--- config.mk ---
export PLATFORM = sky130hd
export DESIGN_NAME = serial_word_tx
export DESIGN_NICKNAME = d
export VERILOG_FILES = /design/src/rtl/swt_pkg.sv /design/src/rtl/swt_arbiter.sv /design/src/rtl/swt_word_build.sv /design/src/rtl/swt_shifter.sv /design/src/rtl/swt_reply_timer.sv /design/src/rtl/serial_word_tx.sv
export SDC_FILE = /design/constraint.sdc
export NUM_CORES = 1
export LEC_CHECK = 0
export ABC_AREA = 1
export BUFFER_PORTS_ARGS = -buffer_cell sky130_fd_sc_hd__clkbuf_2
export CAP_MARGIN = 20
export CORE_ASPECT_RATIO = 1.75
export CORE_MARGIN = 2
export CORE_UTILIZATION = 45
export CTS_CLUSTER_SIZE = 28
export DETAILED_ROUTE_END_ITERATION = 8
export PLACE_DENSITY = 0.64
export RECOVER_POWER = 25
export SYNTH_ARGS = -nofsm -noshare
export SYNTH_HDL_FRONTEND = slang
export SYNTH_SLANG_ARGS = --single-unit
--- constraint.sdc ---
create_clock -name clk -period 2.4 [get_ports clk]
set_input_delay 0.24 -clock clk [delete_from_list [all_inputs] [get_ports clk]]
set_output_delay 0.24 -clock clk [all_outputs]
set_load 0.1 [all_outputs]
--- src/rtl/swt_pkg.sv ---
package swt_pkg;
    typedef enum logic [1:0] {
        SRC_NONE  = 2'd0,
        SRC_DATA  = 2'd1,
        SRC_TERM  = 2'd2,
        SRC_REPLY = 2'd3
    } src_e;
endpackage

--- src/rtl/swt_arbiter.sv ---
module swt_arbiter
    import swt_pkg::*;
(
    input  logic idle,
    input  logic special_pend,
    input  logic reply_req,
    input  logic term_valid,
    input  logic fifo_valid,
    input  logic waiting,
    output src_e sel,
    output logic special_sel
);
    always_comb begin
        sel         = SRC_NONE;
        special_sel = 1'b0;
        if (idle) begin
            if (special_pend) begin
                sel         = SRC_REPLY;
                special_sel = 1'b1;
            end else if (reply_req) begin
                sel = SRC_REPLY;
            end else if (term_valid) begin
                sel = SRC_TERM;
            end else if (fifo_valid && !waiting) begin
                sel = SRC_DATA;
            end
        end
    end
endmodule

--- src/rtl/swt_word_build.sv ---
module swt_word_build
    import swt_pkg::*;
#(
    parameter int DATA_W = 8,
    localparam int WORD_W = DATA_W + 4
) (
    input  src_e              sel,
    input  logic              special,
    input  logic [DATA_W-1:0] fifo_data,
    input  logic [DATA_W-1:0] term_data,
    output logic [WORD_W-1:0] word
);
    logic              term_id;
    logic              reply_id;
    logic              parity;
    logic [DATA_W-1:0] payload;

    always_comb begin
        term_id  = (sel == SRC_TERM);
        reply_id = (sel == SRC_REPLY);
        case (sel)
            SRC_DATA:  payload = fifo_data;
            SRC_TERM:  payload = term_data;
            SRC_REPLY: payload = special ? {DATA_W{1'b1}} : {DATA_W{1'b0}};
            default:   payload = {DATA_W{1'b0}};
        endcase
        parity = ~(^{term_id, reply_id, payload});
        word   = {1'b1, term_id, parity, reply_id, payload};
    end
endmodule

--- src/rtl/swt_shifter.sv ---
module swt_shifter #(
    parameter int WORD_W = 12,
    localparam int CNT_W = $clog2(WORD_W)
) (
    input  logic              clk,
    input  logic              rst_n,
    input  logic              load,
    input  logic [WORD_W-1:0] word,
    output logic              ser_out,
    output logic              active
);
    typedef struct packed {
        logic [WORD_W-1:0] sh;
        logic [CNT_W-1:0]  cnt;
        logic              busy;
    } shift_t;

    shift_t st_d, st_q;

    always_comb begin
        st_d = st_q;
        if (load) begin
            st_d.sh   = word;
            st_d.cnt  = '0;
            st_d.busy = 1'b1;
        end else if (st_q.busy) begin
            if (st_q.cnt == CNT_W'(WORD_W - 1)) begin
                st_d.busy = 1'b0;
            end else begin
                st_d.sh  = {st_q.sh[WORD_W-2:0], 1'b0};
                st_d.cnt = st_q.cnt + CNT_W'(1);
            end
        end
    end

    always_ff @(posedge clk) begin
        if (!rst_n) st_q <= '0;
        else        st_q <= st_d;
    end

    assign ser_out = st_q.busy & st_q.sh[WORD_W-1];
    assign active  = st_q.busy;


    start_bit_chk: assert property (@(posedge clk) disable iff (!rst_n)
        $rose(active) |-> ser_out);

    odd_parity_chk: assert property (@(posedge clk) disable iff (!rst_n)
        $rose(active) |-> ($countones(st_q.sh[WORD_W-2:0]) % 2 == 1));

    load_when_idle_chk: assert property (@(posedge clk) disable iff (!rst_n)
        load |-> !active);
endmodule

--- src/rtl/swt_reply_timer.sv ---
module swt_reply_timer #(
    parameter int TO_CYC = 768,
    localparam int CNT_W = $clog2(TO_CYC + 1)
) (
    input  logic clk,
    input  logic rst_n,
    input  logic start,
    input  logic rx_reply,
    input  logic special_taken,
    output logic waiting,
    output logic timeout,
    output logic special_pend
);
    typedef struct packed {
        logic             wt;
        logic [CNT_W-1:0] tmr;
        logic             to;
        logic             spec;
    } tmr_t;

    tmr_t st_d, st_q;

    always_comb begin
        st_d    = st_q;
        st_d.to = 1'b0;
        if (special_taken) st_d.spec = 1'b0;
        if (start) begin
            st_d.wt  = 1'b1;
            st_d.tmr = '0;
        end else if (st_q.wt) begin
            if (rx_reply) begin
                st_d.wt = 1'b0;
            end else if (st_q.tmr == CNT_W'(TO_CYC - 1)) begin
                st_d.wt   = 1'b0;
                st_d.to   = 1'b1;
                st_d.spec = 1'b1;
            end else begin
                st_d.tmr = st_q.tmr + CNT_W'(1);
            end
        end
    end

    always_ff @(posedge clk) begin
        if (!rst_n) st_q <= '0;
        else        st_q <= st_d;
    end

    assign waiting      = st_q.wt;
    assign timeout      = st_q.to;
    assign special_pend = st_q.spec;


    wait_rise_on_start_chk: assert property (@(posedge clk) disable iff (!rst_n)
        $rose(waiting) |-> $past(start));

    timeout_ends_wait_chk: assert property (@(posedge clk) disable iff (!rst_n)
        timeout |-> (!waiting && special_pend));

    timeout_pulse_chk: assert property (@(posedge clk) disable iff (!rst_n)
        timeout |=> !timeout);
endmodule

--- src/rtl/serial_word_tx.sv ---
module serial_word_tx
    import swt_pkg::*;
#(
    parameter int DATA_W        = 8,
    parameter int TIMEOUT_WORDS = 64
) (
    input  logic              clk,
    input  logic              rst_n,
    input  logic              fifo_valid,
    input  logic [DATA_W-1:0] fifo_data,
    output logic              fifo_pop,
    input  logic              term_valid,
    input  logic [DATA_W-1:0] term_data,
    output logic              term_take,
    input  logic              reply_req,
    output logic              reply_take,
    input  logic              rx_reply,
    output logic              ser_out,
    output logic              ser_active,
    output logic              waiting,
    output logic              timeout
);
    localparam int WORD_W = DATA_W + 4;
    localparam int TO_CYC = TIMEOUT_WORDS * WORD_W;

    src_e              sel;
    logic              special_sel;
    logic              special_pend;
    logic [WORD_W-1:0] word;

    swt_arbiter u_arb (
        .idle        (!ser_active),
        .special_pend(special_pend),
        .reply_req   (reply_req),
        .term_valid  (term_valid),
        .fifo_valid  (fifo_valid),
        .waiting     (waiting),
        .sel         (sel),
        .special_sel (special_sel)
    );

    swt_word_build #(.DATA_W(DATA_W)) u_build (
        .sel      (sel),
        .special  (special_sel),
        .fifo_data(fifo_data),
        .term_data(term_data),
        .word     (word)
    );

    swt_shifter #(.WORD_W(WORD_W)) u_shift (
        .clk    (clk),
        .rst_n  (rst_n),
        .load   (sel != SRC_NONE),
        .word   (word),
        .ser_out(ser_out),
        .active (ser_active)
    );

    swt_reply_timer #(.TO_CYC(TO_CYC)) u_tmr (
        .clk          (clk),
        .rst_n        (rst_n),
        .start        (fifo_pop),
        .rx_reply     (rx_reply),
        .special_taken(special_sel),
        .waiting      (waiting),
        .timeout      (timeout),
        .special_pend (special_pend)
    );

    assign fifo_pop   = (sel == SRC_DATA);
    assign term_take  = (sel == SRC_TERM) && !special_sel;
    assign reply_take = (sel == SRC_REPLY) && !special_sel;


    one_take_chk: assert property (@(posedge clk) disable iff (!rst_n)
        $onehot0({fifo_pop, term_take, reply_take, special_sel}));

    take_starts_word_chk: assert property (@(posedge clk) disable iff (!rst_n)
        (fifo_pop || term_take || reply_take) |=> ser_active);

    no_pop_in_wait_chk: assert property (@(posedge clk) disable iff (!rst_n)
        waiting |-> !fifo_pop);
endmodule

# Yosys cells after proc, flatten, opt, wreduce, memory -nomap -nowiden
# Index checks and enable logic that the tools add are counted.
[classes] n_eq_ne=6 mux=22 bitwise=7 n_reduce_logical=14 addsub=2
[op_table] cell="$mux W17" count=2
[op_table] cell="$pmux W8 S3" count=1
[op_table] cell="$mux W16" count=1
[op_table] cell="$mux W13" count=1
[op_table] cell="$mux W12" count=1
[op_table] cell="$mux W11" count=1
[op_table] cell="$add A10 B1 Y10 const B" count=1
[op_table] cell="$eq A10 B10 Y1 const B" count=1
[op_table] cell="$mux W10" count=1
[op_table] cell="$mux W2" count=5
[op_table] cell="$reduce_xor A10 Y1" count=1
[op_table] cell="$mux W1" count=8
[op_table] cell="$mux W8" count=1
[op_table] cell="$not A1 Y1" count=6
[op_table] cell="$add A4 B1 Y4 const B" count=1
[op_table] cell="$eq A2 B2 Y1 const B" count=2
[op_table] cell="$eq A4 B4 Y1 const B" count=1
[op_table] cell="$reduce_and A2 Y1" count=2
[op_table] cell="$reduce_bool A2 Y1" count=2
[op_table] cell="$reduce_or A2 Y1" count=2
[op_table] cell="$reduce_or A4 Y1" count=1
[op_table] cell="$logic_and A1 B1 Y1" count=3
[op_table] cell="$reduce_and A3 Y1" count=1
[op_table] cell="$eq A2 B1 Y1 const B" count=1
[op_table] cell="3 further kinds" count=4
[totals] reg_bits=30 in_bits=22

# Longest topological paths before layout
[depth] ltp_word=12 mapped_depth=18 ltp_nobuf=17

# By module
# Synthesis repeated with hierarchy kept, for this count alone.
[unflattened] cells_unflattened=358 hier_area_um2=2264.7
[by_module_without_submodules] mod="swt_shifter" seq_area_each_um2=340.3 cells_each=142 n_inst=1 area_per_inst_um2=1006.0
[by_module_without_submodules] mod="swt_reply_timer" seq_area_each_um2=260.2 cells_each=104 n_inst=1 area_per_inst_um2=706.9
[by_module_without_submodules] mod="swt_word_build" seq_area_each_um2=0.0 cells_each=95 n_inst=1 area_per_inst_um2=466.7
[by_module_without_submodules] mod="swt_arbiter" seq_area_each_um2=0.0 cells_each=9 n_inst=1 area_per_inst_um2=52.6
[by_module_without_submodules] mod="serial_word_tx" seq_area_each_um2=0.0 cells_each=8 n_inst=1 area_per_inst_um2=32.5

# Worst setup path after synthesis
# No wires, ideal clock.
[synth_timing] kind="flip-flop to output port" from="reg u_shift.st_q, in the netlist u_shift.active" to="out reply_take" path_slack_ps=-268 arrival_time_ps=2428 stages_incl_launch_ff=6 path_cell_list="dfxtp_1 -> inv_2 -> nand2_1 -> inv_1 -> nand2_1 -> nor2_1"
[synth_via] elab_chain_cells=3 elab_cells_between_ends=5
[synth_lines] item="start, declared" line_no="swt_shifter.sv:18" text="shift_t st_d, st_q;"
[synth_lines] item="start signal, assigned" line_no="swt_shifter.sv:38" text="else st_q <= st_d;"
[synth_lines] item="$mux W2 / $mux W1 (equally long branches)" line_no="swt_arbiter.sv:16" text="if (idle) begin"
[synth_lines] item="$eq A2 B2 Y1 / $logic_not A1 Y1 (equally long branches)" line_no="serial_word_tx.sv:72" text="assign reply_take = (sel == SRC_REPLY) && !special_sel;"
[synth_lines] item="$logic_and A1 B1 Y1 (*)" line_no="serial_word_tx.sv:72"
[synth_lines] item="end, declared" line_no="serial_word_tx.sv:16" text="output logic reply_take,"
# Mark *: on every way between the ends. The rest lies on a longest branch, timed or not.

# Final worst setup path
[layout_timing] from="reg u_tmr.st_q, in the netlist u_tmr.special_pend" to="out fifo_pop"
[layout_via] elab_chain_cells=3
[layout_lines] item="start, declared" line_no="swt_reply_timer.sv:21" text="tmr_t st_d, st_q;"
[layout_lines] item="start signal, assigned" line_no="swt_reply_timer.sv:45" text="else st_q <= st_d;"
[layout_lines] item="$mux W2" line_no="swt_arbiter.sv:17" text="if (special_pend) begin"
[layout_lines] item="$mux W2" line_no="swt_arbiter.sv:16"
[layout_lines] item="$eq A2 B1 Y1" line_no="serial_word_tx.sv:70" text="assign fifo_pop = (sel == SRC_DATA);"
[layout_lines] item="end, declared" line_no="serial_word_tx.sv:11" text="output logic fifo_pop,"
# Every way passes these cells.

==> flow_summary.yaml <==
finish:
  fin_cells: 383
  nNetsFinal: 358
  drive_above_1_share_pct: 22.5
  area_growth_pct: 15.8
  antennaDiodeCount: 0
floorplan:
  die-height_um: 89.6
  core_mm2: 0.00407
  start_util_pct: 46.3
  fp-row-count: 31
  ios: 29
  die-area_mm2: 0.00474
  die_w_um: 52.9
route:
  vias: 1853
  drt-initial-drc-count: 49
  firstDrtPassIters: 4
  antenna_left: 0
  drc: 0
  avgRoutedWirePerCell_um: 11.5
  routed_wirelength_um: 4410
  viasPerCell: 4.84
power_and_ir_drop:
  power_density_mw_per_mm2: 595
  p_total_mw: 1.30
  peakVddDrop_v: 0.000410
  cellLeakagePower_nw: 1.07
sta:
  worst_pin_slew_ps: 1170
  final_max_slew_viol_count: 0
  finalCriticalPeriod_ps: 2070
  setup_violations: 0
  fmax_ghz: 0.483
  rsz0062_at_grt: "no"
  relSlewSlack_pct: 22.0
  setup_tns_ps: 0
  clock_skew_ps: 4.26
  hold_viol: 0
  fin_crit_sh_pct: 86.2
setup_path:
  worstPathArrival_ps: 1830
  r2r-start: "u_tmr.special_pend"
  worstRegToRegCells: 16
  cp-startpoint: "u_tmr.special_pend"
  cp.depth: 4
  path_class: "flip-flop to output pin"
  cp_data_required_time_ps: 2160
  slowest_stage: "clkbuf_2"
  crit_path_max_incr_delay_ps: 490
  crit_family: "buffers and inverters"
  crit_fanout: 11
  end_kind: "output pin"
  critical_path.cell_chain: "nor2_2 -> nand4_2 -> inv_2 -> clkbuf_2"
  start_kind: "flip-flop"
  crit_buf_inv: 2
clock_tree:
  tritoncts: "built"
  clk_pin_slew_ps: 60
  cts_buffers: 5
  post_cts_resized: 0
  postCtsHoldBufs: 0
  clk_latency_ps: 280
  clkSinkCount: 30
  h-tree-depth: 2
  cts_root_buf: "clkbuf_8"
  cts_setup_buffers: 0
  cts_buffer_depth: 2
placed_design:
  placedCellCount: 376
  gp_congestion: 0.786
  port_buffers: 28
  hpwlAfterDp_um: 3620
hold_path:
  holdCritStartpoint: "rx_reply"
  hold_class: "input pin to flip-flop"
  hold_depth: 4
synthesis:
  synth.distinct_cells: 29
  synth_area_mm2: 0.00188
  synth_nets: 324
  yosysSeqAreaShare_pct: 31.9
  synth_edf_count: 0
  synth.area.top_cells: "dfxtp_1 (32%), nand2_1 (13%), inv_1 (9.2%)"
  ys.flop_type: "dfxtp_1"
  synth_top_area_cell: "dfxtp_1"
  synth_top_area_share_pct: 31.9
  avgSynthCellArea_um2: 6.28
  yosys_warnings: 0
  synth-seq-cells: 30
  syn_inst: 300
  synth-async-reset-ratio_pct: 0
global_route:
  grt_max_degree: 18
  grt_pass1_wl_um: 7490
  track_usage_pct: 21.4
  grt_pass1_vias: 1742
  grt_antenna_before_repair: 0
  overflow: 0
job:
  drv_cap: 0
outcome:
  status: "complete, no violations"
[power by group]
group          internal (mW)  switching, mW  total (mW)  leakage, nW
clock                  0.332          0.184       0.516       0.0573
combinational         0.0728          0.177       0.249        0.764
sequential             0.518         0.0148       0.533        0.244
[flip-flops by register name, summed over array words and instances (netlist names)]
| name | cells |
|---|---|
| u_shift.st_q | 16 |
| u_tmr.st_q | 10 |
| u_shift.active | 1 |
| u_tmr.special_pend | 1 |
| u_tmr.timeout | 1 |
| u_tmr.waiting | 1 |
[synthesized netlist by cell type, types with 5 or more instances]
master / instances
o21ai_1: 5
nand2_1: 64
nor2_2: 13
o21ai_0: 15
dfxtp_1: 30
inv_2: 8
nand3_1: 14
nand2_2: 11
a21oi_1: 28
inv_1: 46
nor2_1: 41
[kinds of logic after synthesis]
| kind of cell | Yosys count | share of synthesized area (%) |
|---|---|---|
| AND/OR/NAND/NOR | 154 | 38.1 |
| XOR/XNOR | 3 | 1.39 |
| buffers and inverters | 59 | 12.7 |
| adder cells (fa/ha/maj) | 2 | 1.33 |
| AO/OA/AOI/OAI | 52 | 14.5 |
| flip-flops | 30 | 31.9 |
[per-stage QoR]
step	hold WS [ps]	worst slack [ps]	cell area, um^2	util (%)
CTS	279	308	2190	53.7
finish	277	331	2180	53.6
global route	311	139	2180	53.6
detailed placement	451	391	2070	50.9
global placement	450	421	2070	50.9
floorplan	440	27.0	1890	-
[worst reg2reg max path: stages, from the launching register on]
cell and delay [ps]:
dfxtp_1 360, nor2_2 150, nand4_2 310, inv_2 240, nand2_1 70, nand2_1 90
nand2_1 70, nand2_2 120, inv_2 50, nand2_1 50, nand2_1 60, inv_1 50
nand2_1 40, nand3_1 60, nand3_1 60, nand2_1 60, inv_1 40
[layout make-up]
class | count | area, um^2
fill | 471 | 1890
tap | 49 | 61.3
timing repair buffer | 30 | 150
clock inverter | 1 | 30.0
inverter | 56 | 210
clock buffer | 6 | 82.6
sequential | 30 | 602
multi-input combinational | 211 | 1050
[worst paths after layout]
kind | slack (ps) | end
setup / recovery | 330 | fifo_pop
hold / removal | 280 | u_tmr.timeout
hold reg to reg | 460 | u_shift.st_q[5]
setup reg to reg | 420 | u_shift.st_q[14]
[routing by layer]
layer / track usage, % / routed length [um] / vias up
met2: 44.2 / 2630 / 32
met4: 7.69 / 76 / 0
li1: - / - / 999
met5: 0 / 0 / -
met1: 19.8 / 1580 / 816
met3: 3.64 / 120 / 6
[placed cells by master (no fill, tap or decap), types with 2 or more instances in the layout]
master    instances
nor2_1           40
clkbuf_2         24
dfxtp_1          29
o21ai_1           5
inv_1            46
clkinv_1          2
inv_2             8
nand2_4           2
nor2_2           14
clkbuf_1          4
buf_4             2
o21ai_0          15
a22oi_1           2
a21oi_1          28
nand2_1          64
ha_1              2
xnor2_1           2
nand2_2          11
clkbuf_8          6
nand3_1          14
or2_2             2
nor4_1            2
Power figures use the tool's default switching activity.
